[src/rtl/serial_cfg_rom_pkg.sv]
package serial_cfg_rom_pkg;
  // stored pattern: parity of a Gray-coded address mixed with a seed
  function automatic logic rom_bit(input logic [31:0] addr, input logic [31:0] seed);
    return ^(addr ^ (addr >> 1) ^ seed);
  endfunction
endpackage

[src/rtl/serial_cfg_rom_ctrl.sv]
module serial_cfg_rom_ctrl #(
  parameter bit RST_HIGH = 1'b1
) (
  input  logic ce_ni,
  input  logic rstoe_i,
  output logic ce_act_o,
  output logic rst_act_o,
  output logic standby_o
);
  generate
    if (RST_HIGH) begin : g_rst_high
      assign rst_act_o = rstoe_i;
    end else begin : g_rst_low
      assign rst_act_o = ~rstoe_i;
    end
  endgenerate

  assign ce_act_o  = ~ce_ni;
  assign standby_o = ce_ni;
endmodule

[src/rtl/serial_cfg_rom_addr.sv]
module serial_cfg_rom_addr #(
  parameter int unsigned DEPTH = 18144,
  localparam int unsigned AW   = $clog2(DEPTH + 1)
) (
  input  logic          clk_i,
  input  logic          rst_ni,
  input  logic          ce_act_i,
  input  logic          rst_act_i,
  output logic [AW-1:0] addr_o,
  output logic          done_o,
  output logic          count_en_o
);
  localparam logic [AW-1:0] TERM = AW'(DEPTH);

  logic [AW-1:0] addr_q;

  assign done_o     = (addr_q == TERM);
  assign count_en_o = ce_act_i & ~rst_act_i & ~done_o;
  assign addr_o     = addr_q;

  always_ff @(posedge clk_i or negedge rst_ni) begin
    if (!rst_ni)         addr_q <= '0;
    else if (rst_act_i)  addr_q <= '0;
    else if (count_en_o) addr_q <= addr_q + 1'b1;
  end

  p_step_r1: assert property (@(posedge clk_i) disable iff (!rst_ni)
    (ce_act_i && !rst_act_i && addr_q < TERM) |=> addr_q == $past(addr_q) + 1'b1);
  p_hold_zero_r2: assert property (@(posedge clk_i) disable iff (!rst_ni)
    rst_act_i |=> addr_q == '0);
  p_freeze_r3: assert property (@(posedge clk_i) disable iff (!rst_ni)
    (!ce_act_i && !rst_act_i) |=> $stable(addr_q));
  p_saturate_r4: assert property (@(posedge clk_i) disable iff (!rst_ni)
    (addr_q == TERM && !rst_act_i) |=> addr_q == TERM);
  p_no_overflow_r4: assert property (@(posedge clk_i) disable iff (!rst_ni)
    addr_q <= TERM);
endmodule

[src/rtl/serial_cfg_rom_out.sv]
module serial_cfg_rom_out
  import serial_cfg_rom_pkg::*;
#(
  parameter int unsigned DEPTH = 18144,
  parameter logic [31:0] SEED  = 32'h0,
  localparam int unsigned AW   = $clog2(DEPTH + 1)
) (
  input  logic          clk_i,
  input  logic          rst_ni,
  input  logic          rst_act_i,
  input  logic          count_en_i,
  input  logic [AW-1:0] addr_i,
  output logic          data_q_o,
  output logic          valid_q_o
);
  always_ff @(posedge clk_i or negedge rst_ni) begin
    if (!rst_ni) begin
      data_q_o  <= 1'b0;
      valid_q_o <= 1'b0;
    end else if (rst_act_i) begin
      data_q_o  <= 1'b0;
      valid_q_o <= 1'b0;
    end else begin
      valid_q_o <= count_en_i;
      if (count_en_i) data_q_o <= rom_bit(32'(addr_i), SEED);
    end
  end

  p_valid_follows_r9: assert property (@(posedge clk_i) disable iff (!rst_ni)
    (count_en_i && !rst_act_i) |=> valid_q_o);
endmodule

[src/rtl/serial_cfg_rom.sv]
module serial_cfg_rom #(
  parameter int unsigned DEPTH    = 18144,
  parameter logic [31:0] SEED     = 32'h0,
  parameter bit          RST_HIGH = 1'b1,
  localparam int unsigned AW      = $clog2(DEPTH + 1)
) (
  input  logic clk_i,
  input  logic rst_ni,
  input  logic ce_ni,
  input  logic rstoe_i,
  output logic data_o,
  output logic data_oe_o,
  output logic ceo_no,
  output logic standby_o
);
  logic          ce_act, rst_act, done, count_en, data_q, valid_q;
  logic [AW-1:0] addr;

  serial_cfg_rom_ctrl #(.RST_HIGH(RST_HIGH)) u_ctrl (
    .ce_ni     (ce_ni),
    .rstoe_i   (rstoe_i),
    .ce_act_o  (ce_act),
    .rst_act_o (rst_act),
    .standby_o (standby_o)
  );

  serial_cfg_rom_addr #(.DEPTH(DEPTH)) u_addr (
    .clk_i      (clk_i),
    .rst_ni     (rst_ni),
    .ce_act_i   (ce_act),
    .rst_act_i  (rst_act),
    .addr_o     (addr),
    .done_o     (done),
    .count_en_o (count_en)
  );

  serial_cfg_rom_out #(.DEPTH(DEPTH), .SEED(SEED)) u_out (
    .clk_i      (clk_i),
    .rst_ni     (rst_ni),
    .rst_act_i  (rst_act),
    .count_en_i (count_en),
    .addr_i     (addr),
    .data_q_o   (data_q),
    .valid_q_o  (valid_q)
  );

  assign data_oe_o = valid_q & ce_act & ~rst_act;
  assign data_o    = data_oe_o & data_q;
  assign ceo_no    = ~(ce_act & ~rst_act & done);

  p_ceo_gate_r5: assert property (@(posedge clk_i) disable iff (!rst_ni)
    !ceo_no |-> (!ce_ni && !rst_act));
  p_standby_quiet_r3: assert property (@(posedge clk_i) disable iff (!rst_ni)
    ce_ni |-> (!data_oe_o && ceo_no && standby_o));
  p_handoff_r6: assert property (@(posedge clk_i) disable iff (!rst_ni)
    (!ceo_no && !rst_act) |=> !data_oe_o);
  p_quiet_data_r8: assert property (@(posedge clk_i) disable iff (!rst_ni)
    !data_oe_o |-> !data_o);
endmodule

[config.mk]
export PLATFORM = sky130hd
export DESIGN_NAME = serial_cfg_rom
export DESIGN_NICKNAME = d
export VERILOG_FILES = /design/src/rtl/serial_cfg_rom_pkg.sv /design/src/rtl/serial_cfg_rom_ctrl.sv /design/src/rtl/serial_cfg_rom_addr.sv /design/src/rtl/serial_cfg_rom_out.sv /design/src/rtl/serial_cfg_rom.sv
export SDC_FILE = /design/constraint.sdc
export NUM_CORES = 1
export LEC_CHECK = 0
export ABC_AREA = 1
export BUFFER_PORTS_ARGS = -buffer_cell sky130_fd_sc_hd__buf_2
export CORE_UTILIZATION = 32
export CTS_BUF_LIST = sky130_fd_sc_hd__clkbuf_16
export DETAILED_ROUTE_END_ITERATION = 12
export SLEW_MARGIN = 5
export SYNTH_ARGS = -nofsm -noshare
export SYNTH_HDL_FRONTEND = slang
export SYNTH_SLANG_ARGS = --single-unit
[constraint.sdc]
create_clock -name clk_i -period 1.9 [get_ports clk_i]
set_input_delay 0.095 -clock clk_i [delete_from_list [all_inputs] [get_ports clk_i]]
set_output_delay 0.095 -clock clk_i [all_outputs]
set_load 0.05 [all_outputs]
After elaboration in Yosys (flattened, before gate mapping). Index checks and enable logic that the tools add are counted.

Add/subtract/negate cells: 1. Reduce and logical (&&, ||, !) cells: 2. Equal/unequal tests: 1. Bitwise gates (word level): 11. Mux-type cells: 5.

Operators by type and width (number): $reduce_xor 32->1 (1); $mux 15 (2); $add 15x1->15 const B (1); $eq 15x15->1 const B (1); $xor 15x14->15 (1); $and 1x1->1 (6); $not 1->1 (4); $mux 1 (3); $reduce_bool 2->1 (1).

Input bits: 4. Register bits: 17.

Longest topological paths before layout.
Depth in word-level cells: 5. Depth in mapped cells: 13. Mapped depth without buffers: 12.

Modules after synthesis. From an unflattened synthesis, not the netlist that was laid out.

Cells, all modules: 170. Area total of the unflattened synthesis: 1149.9 um^2.

By module, submodules not included: serial_cfg_rom_addr (sequential area each 375.4 um^2, area an instance 1021.0 um^2, times used 1, cells each 152); serial_cfg_rom_out (sequential area each 50.0 um^2, area an instance 77.6 um^2, times used 1, cells each 9); serial_cfg_rom (sequential area each 0.0 um^2, area an instance 32.5 um^2, times used 1, cells each 6); serial_cfg_rom_ctrl (sequential area each 0.0 um^2, area an instance 18.8 um^2, times used 1, cells each 3).

Worst setup path before layout. OpenSTA, ideal clock, no wires.

Path type: flip-flop to flip-flop. Start: reg u_addr.addr_q[13], in the netlist u_addr.addr_o[13]. End: reg u_out.data_q_o. Cell stages (with the launch flop): 12. Arrival time: 1401 ps. Required time: 1783 ps. Path slack: 382 ps. Period minus slack after synthesis: 1518 ps. Cells stage by stage: dfrtp_1 inv_2 ha_1 clkbuf_2 xor2_1 nand2_1 nand2_1 nand2_1 nand2_1 nand2_1 nand3_1 nand2_1.

Longest elaborated chain between the ends: 4. Elaborated cells on any way between the ends: 8. Classes of those cells: eq/ne (1); mux (2); bitwise (3); reduce/logical (2).

RTL lines: from (decl) (RTL line serial_cfg_rom_addr.sv:15) `logic [AW-1:0] addr_q;`; from (signal assigned) (RTL line serial_cfg_rom_addr.sv:24) `else if (count_en_o) addr_q <= addr_q + 1'b1;`; $xor 15x14->15 / $eq 15x15->1 (equally long branches) (RTL line serial_cfg_rom_pkg.sv:4, serial_cfg_rom_addr.sv:17); $reduce_xor 32->1 / $not 1->1 (equally long branches) (RTL line serial_cfg_rom_pkg.sv:4, serial_cfg_rom_addr.sv:18); $mux 1 / $and 1x1->1 (equally long branches) (RTL line serial_cfg_rom_out.sv:25, serial_cfg_rom_addr.sv:18); $mux 1 / $reduce_bool 2->1 (equally long branches); to (signal assigned) (RTL line serial_cfg_rom_out.sv:25) `if (count_en_i) data_q_o <= rom_bit(32'(addr_i), SEED);`; to (decl) (RTL line serial_cfg_rom_out.sv:13) `output logic data_q_o,`.

Several ways; a longest one is shown, not always the timed one. The select of a mux whose other input is x is not followed. A chain may end at the register's enable or synchronous reset.

Worst setup path after layout. Ends and elaborated chain as after synthesis.

==> impl_results.md <==
- Crit path DAT: 1.84 ns
- Required time worst endpoint: 2.04 ns
- Worst setup path startpoint: u_addr.addr_o[13]
- Slew @ Worst Pin: 0.432 ns
- Reg2Reg Setup Slack: 0.20 ns
- Cells on worst reg2reg path: 10
- CP peak stage delay: 0.48 ns
- Filler cells: 520
- Worst Setup EP: u_out.data_q_o
- PwrDens: 624 mW/mm²
- Syn_nets: 252
- Routed vias: 1,372
- Library cells used by synthesis: 30
- Clock transition at path regs: 0.05 ns
- Max FO, Critical Path: 6
- P_leak: 0.000932 µW
- Synth area leader: dfrtp_1
- Ports: 8
- Reg-to-Reg Start: u_addr.addr_o[13]
- Synth Register Bits: 17
- Worst hold-check path type: input pin to flop
- Area of the multi-input gates: 0.00103 mm²
- P&R area growth vs syn: 12.5%
- CP max-delay cell: dfrtp_1
- Tot GR Track Use: 14.5%
- Port buffer count: 7
- CTS tree: built
- Most frequent cell after synthesis: nand2_1
- Vias in the first global route: 1,270
- Clock buffer depth: 2
- Htree depth: 1
- Layout cells sized above 1: 10.0%
- Mean Syn Cell Area: 6.93 µm²
- Num CTS Buffers: 3
- GRT overflow: 0
- Die span in x: 72.4 µm
- FP Rows: 25
- Initial DRC count: 107
- Residual DRC: 0
- Root buf cell: clkbuf_16
- Status: complete, no violations
- CP Cell Sequence: inv_2 > ha_1 > xor2_1 > nand2_1 > nand2_1 > nand2_1 > nand2_1 > nand2_1 > nand3_1 > nand2_1
- HP Start: rstoe_i
- Top cells by count, synth: nand2_1 (86), inv_1 (26), nor2_1 (21)
- Die footprint: 0.00525 mm²
- Buf+Inv Stages, Crit Path: 1
- Final Routed Wirelength: 3470 µm
- Fin. max-slew vios: 0
- Post-CTS Repair Setup Buffers: 0
- Clk_lat worst skew: 0.25 ns
- Worst Setup Path Type: flop to flop
- Max-cap violations: 0
- Synth top area cells: dfrtp_1 (27%), nand2_1 (20%), ha_1 (15%)
- Levels on crit path: 10
- Final nets: 263
- Post-Syn Area: 0.00159 mm²
- Antenna violations before repair: 0
- Unrepaired setup endpoints after global routing: false
- Synth Flop Type: dfrtp_1
- TNS Setup: 0 ns
- CP delay by family, top: flip-flops
- Count of final hold-check violations: 0
- First-pass GRT wire length: 5890 µm
- Die Y: 72.4 µm
- CTS sink count: 17
- Sequential cell area: 425 µm²
- FFs w/ async S/R, synth: 100%
- Critical R2R Capture: u_out.data_q_o
- Vias per inst: 4.48
- Warnings, synthesis: 0
- Synthesized instance count: 229
- Pre-Repair DR Iteration Count: 4
- ANT nets after route: 0
- Maximum clock rate: 0.588 GHz
- Register area share after synthesis: 26.8%
- WL per Instance: 11.3 µm
- Core box area: 0.00475 mm²
- Final Setup Violations: 0
- Area share of the largest cell type after synthesis: 26.8%
- Setup crit end kind: flop
- Final period demand of the worst path: 1.70 ns
- Period utilisation layout: 89.5%
- Diodes inserted: 0
- Max_slew headroom: 71.2%
- Dpl hpwl: 2690 µm
- Gp weighted congestion: 0.776
- Crit start category: flop
- Initial core utilization: 33.4%
- Cell mode on critical path: nand2_1
- Largest net degree at the start of global routing: 18
- Max VDD drop: 0.000265 V
- Post-synth EDFFs: 0
- Final Skew: 0.00372 ns
- Core Util, Final: 37.6%
==> state kept, by name, indices dropped and copies added (netlist names) <==
signal           flops
u_out.valid_q_o      1
u_addr.addr_o       15
u_out.data_q_o       1
==> worst register-to-register path: cells and delay by family (launching register included) <==
| kind | cells | cell delay, ns |
|---|---|---|
| fa+ha+maj | 1 | 0.40 |
| buf+inv | 1 | 0.09 |
| xor+xnor | 1 | 0.18 |
| flops | 1 | 0.48 |
| simple gates | 7 | 0.44 |
==> metrics by stage <==
stage          std cells  worst slack, ns  instance area (µm²)  hold slack [ns]  total power (µW)
3_5_place_dp         301            0.233                 1700           0.0542               691
4_1_cts              306            0.222                 1790            0.204              1130
5_1_grt              306           0.0472                 1790            0.217              1180
2_1_floorplan        229            0.382                 1590           -0.201               624
6_report             306            0.200                 1790            0.204              1110
3_3_place_gp         301            0.250                 1700           0.0619               690
==> layout make-up <==
type,count,share of cell area (%)
clock buffer,3,4.20
clock inverter,1,0.280
inverter,30,6.44
multi-input combinational,179,57.6
sequential,17,23.8
tap,67,4.69
timing repair buffer,9,2.94
==> cell usage in the layout, fill, tap and decap left out, drive strengths merged <==
cell	synthesis	final
nor3b	2	2
clkbuf	1	3
nand4	2	2
a31oi	1	1
nand3b	1	1
and3	2	2
nor2	24	24
clkinv	0	1
ha	19	19
dlygate4sd3	0	1
xor2	3	3
dfrtp	17	17
o31ai	2	2
nor3	5	5
o21ai	5	5
o22ai	1	1
nand3	8	8
inv	30	30
nand2	90	90
xnor2	10	10
a21oi	4	4
buf	2	8
==> kinds of logic after synthesis <==
group	after synthesis	synth area share (%)
AO/OA/AOI/OAI	13	4.57
flip-flops	17	26.8
adder cells (fa/ha/maj)	19	15.0
XOR/XNOR	13	7.17
buffers and inverters	33	8.35
AND/OR/NAND/NOR	134	38.1
==> per-layer routing <==
metal | global-route usage [%] | share of wire [%] | wire [µm] | vias to the layer above
li1 | - | - | - | 729
met1 | 20.4 | 53 | 1830 | 621
met2 | 22.9 | 44 | 1530 | 17
met3 | 1.25 | 1.7 | 59 | 5
met4 | 5.66 | 1.4 | 50 | 0
met5 | 0 | 0 | 0 | -
==> report_power, final <==
part | switching, µW | internal (µW)
combinational | 183 | 94.8
sequential | 22.7 | 385
clock | 148 | 282
total | 354 | 761
==> timing repair <==
item | in CTS | in global routing
endpoints found under the hold margin | 17 | 0
setup endpoints to repair | 0 | 0
gates resized for setup | 0 | 0
hold buffers | 1 | 0
==> worst min-delay path by stage <==
| stage | endpoint | slack [ns] | cells after the start |
|---|---|---|---|
| detailed placement | u_out.valid_q_o | 0.05 | 1 |
| CTS | u_addr.addr_o[7] | 0.20 | 2 |
| global route | u_addr.addr_o[7] | 0.22 | 2 |
| floorplan | u_addr.addr_o[0] | -0.20 | 0 |
| finish | u_addr.addr_o[6] | 0.20 | 2 |
| global placement | u_addr.addr_o[5] | 0.06 | 1 |
No activity file was read; power rests on OpenSTA's default activity.
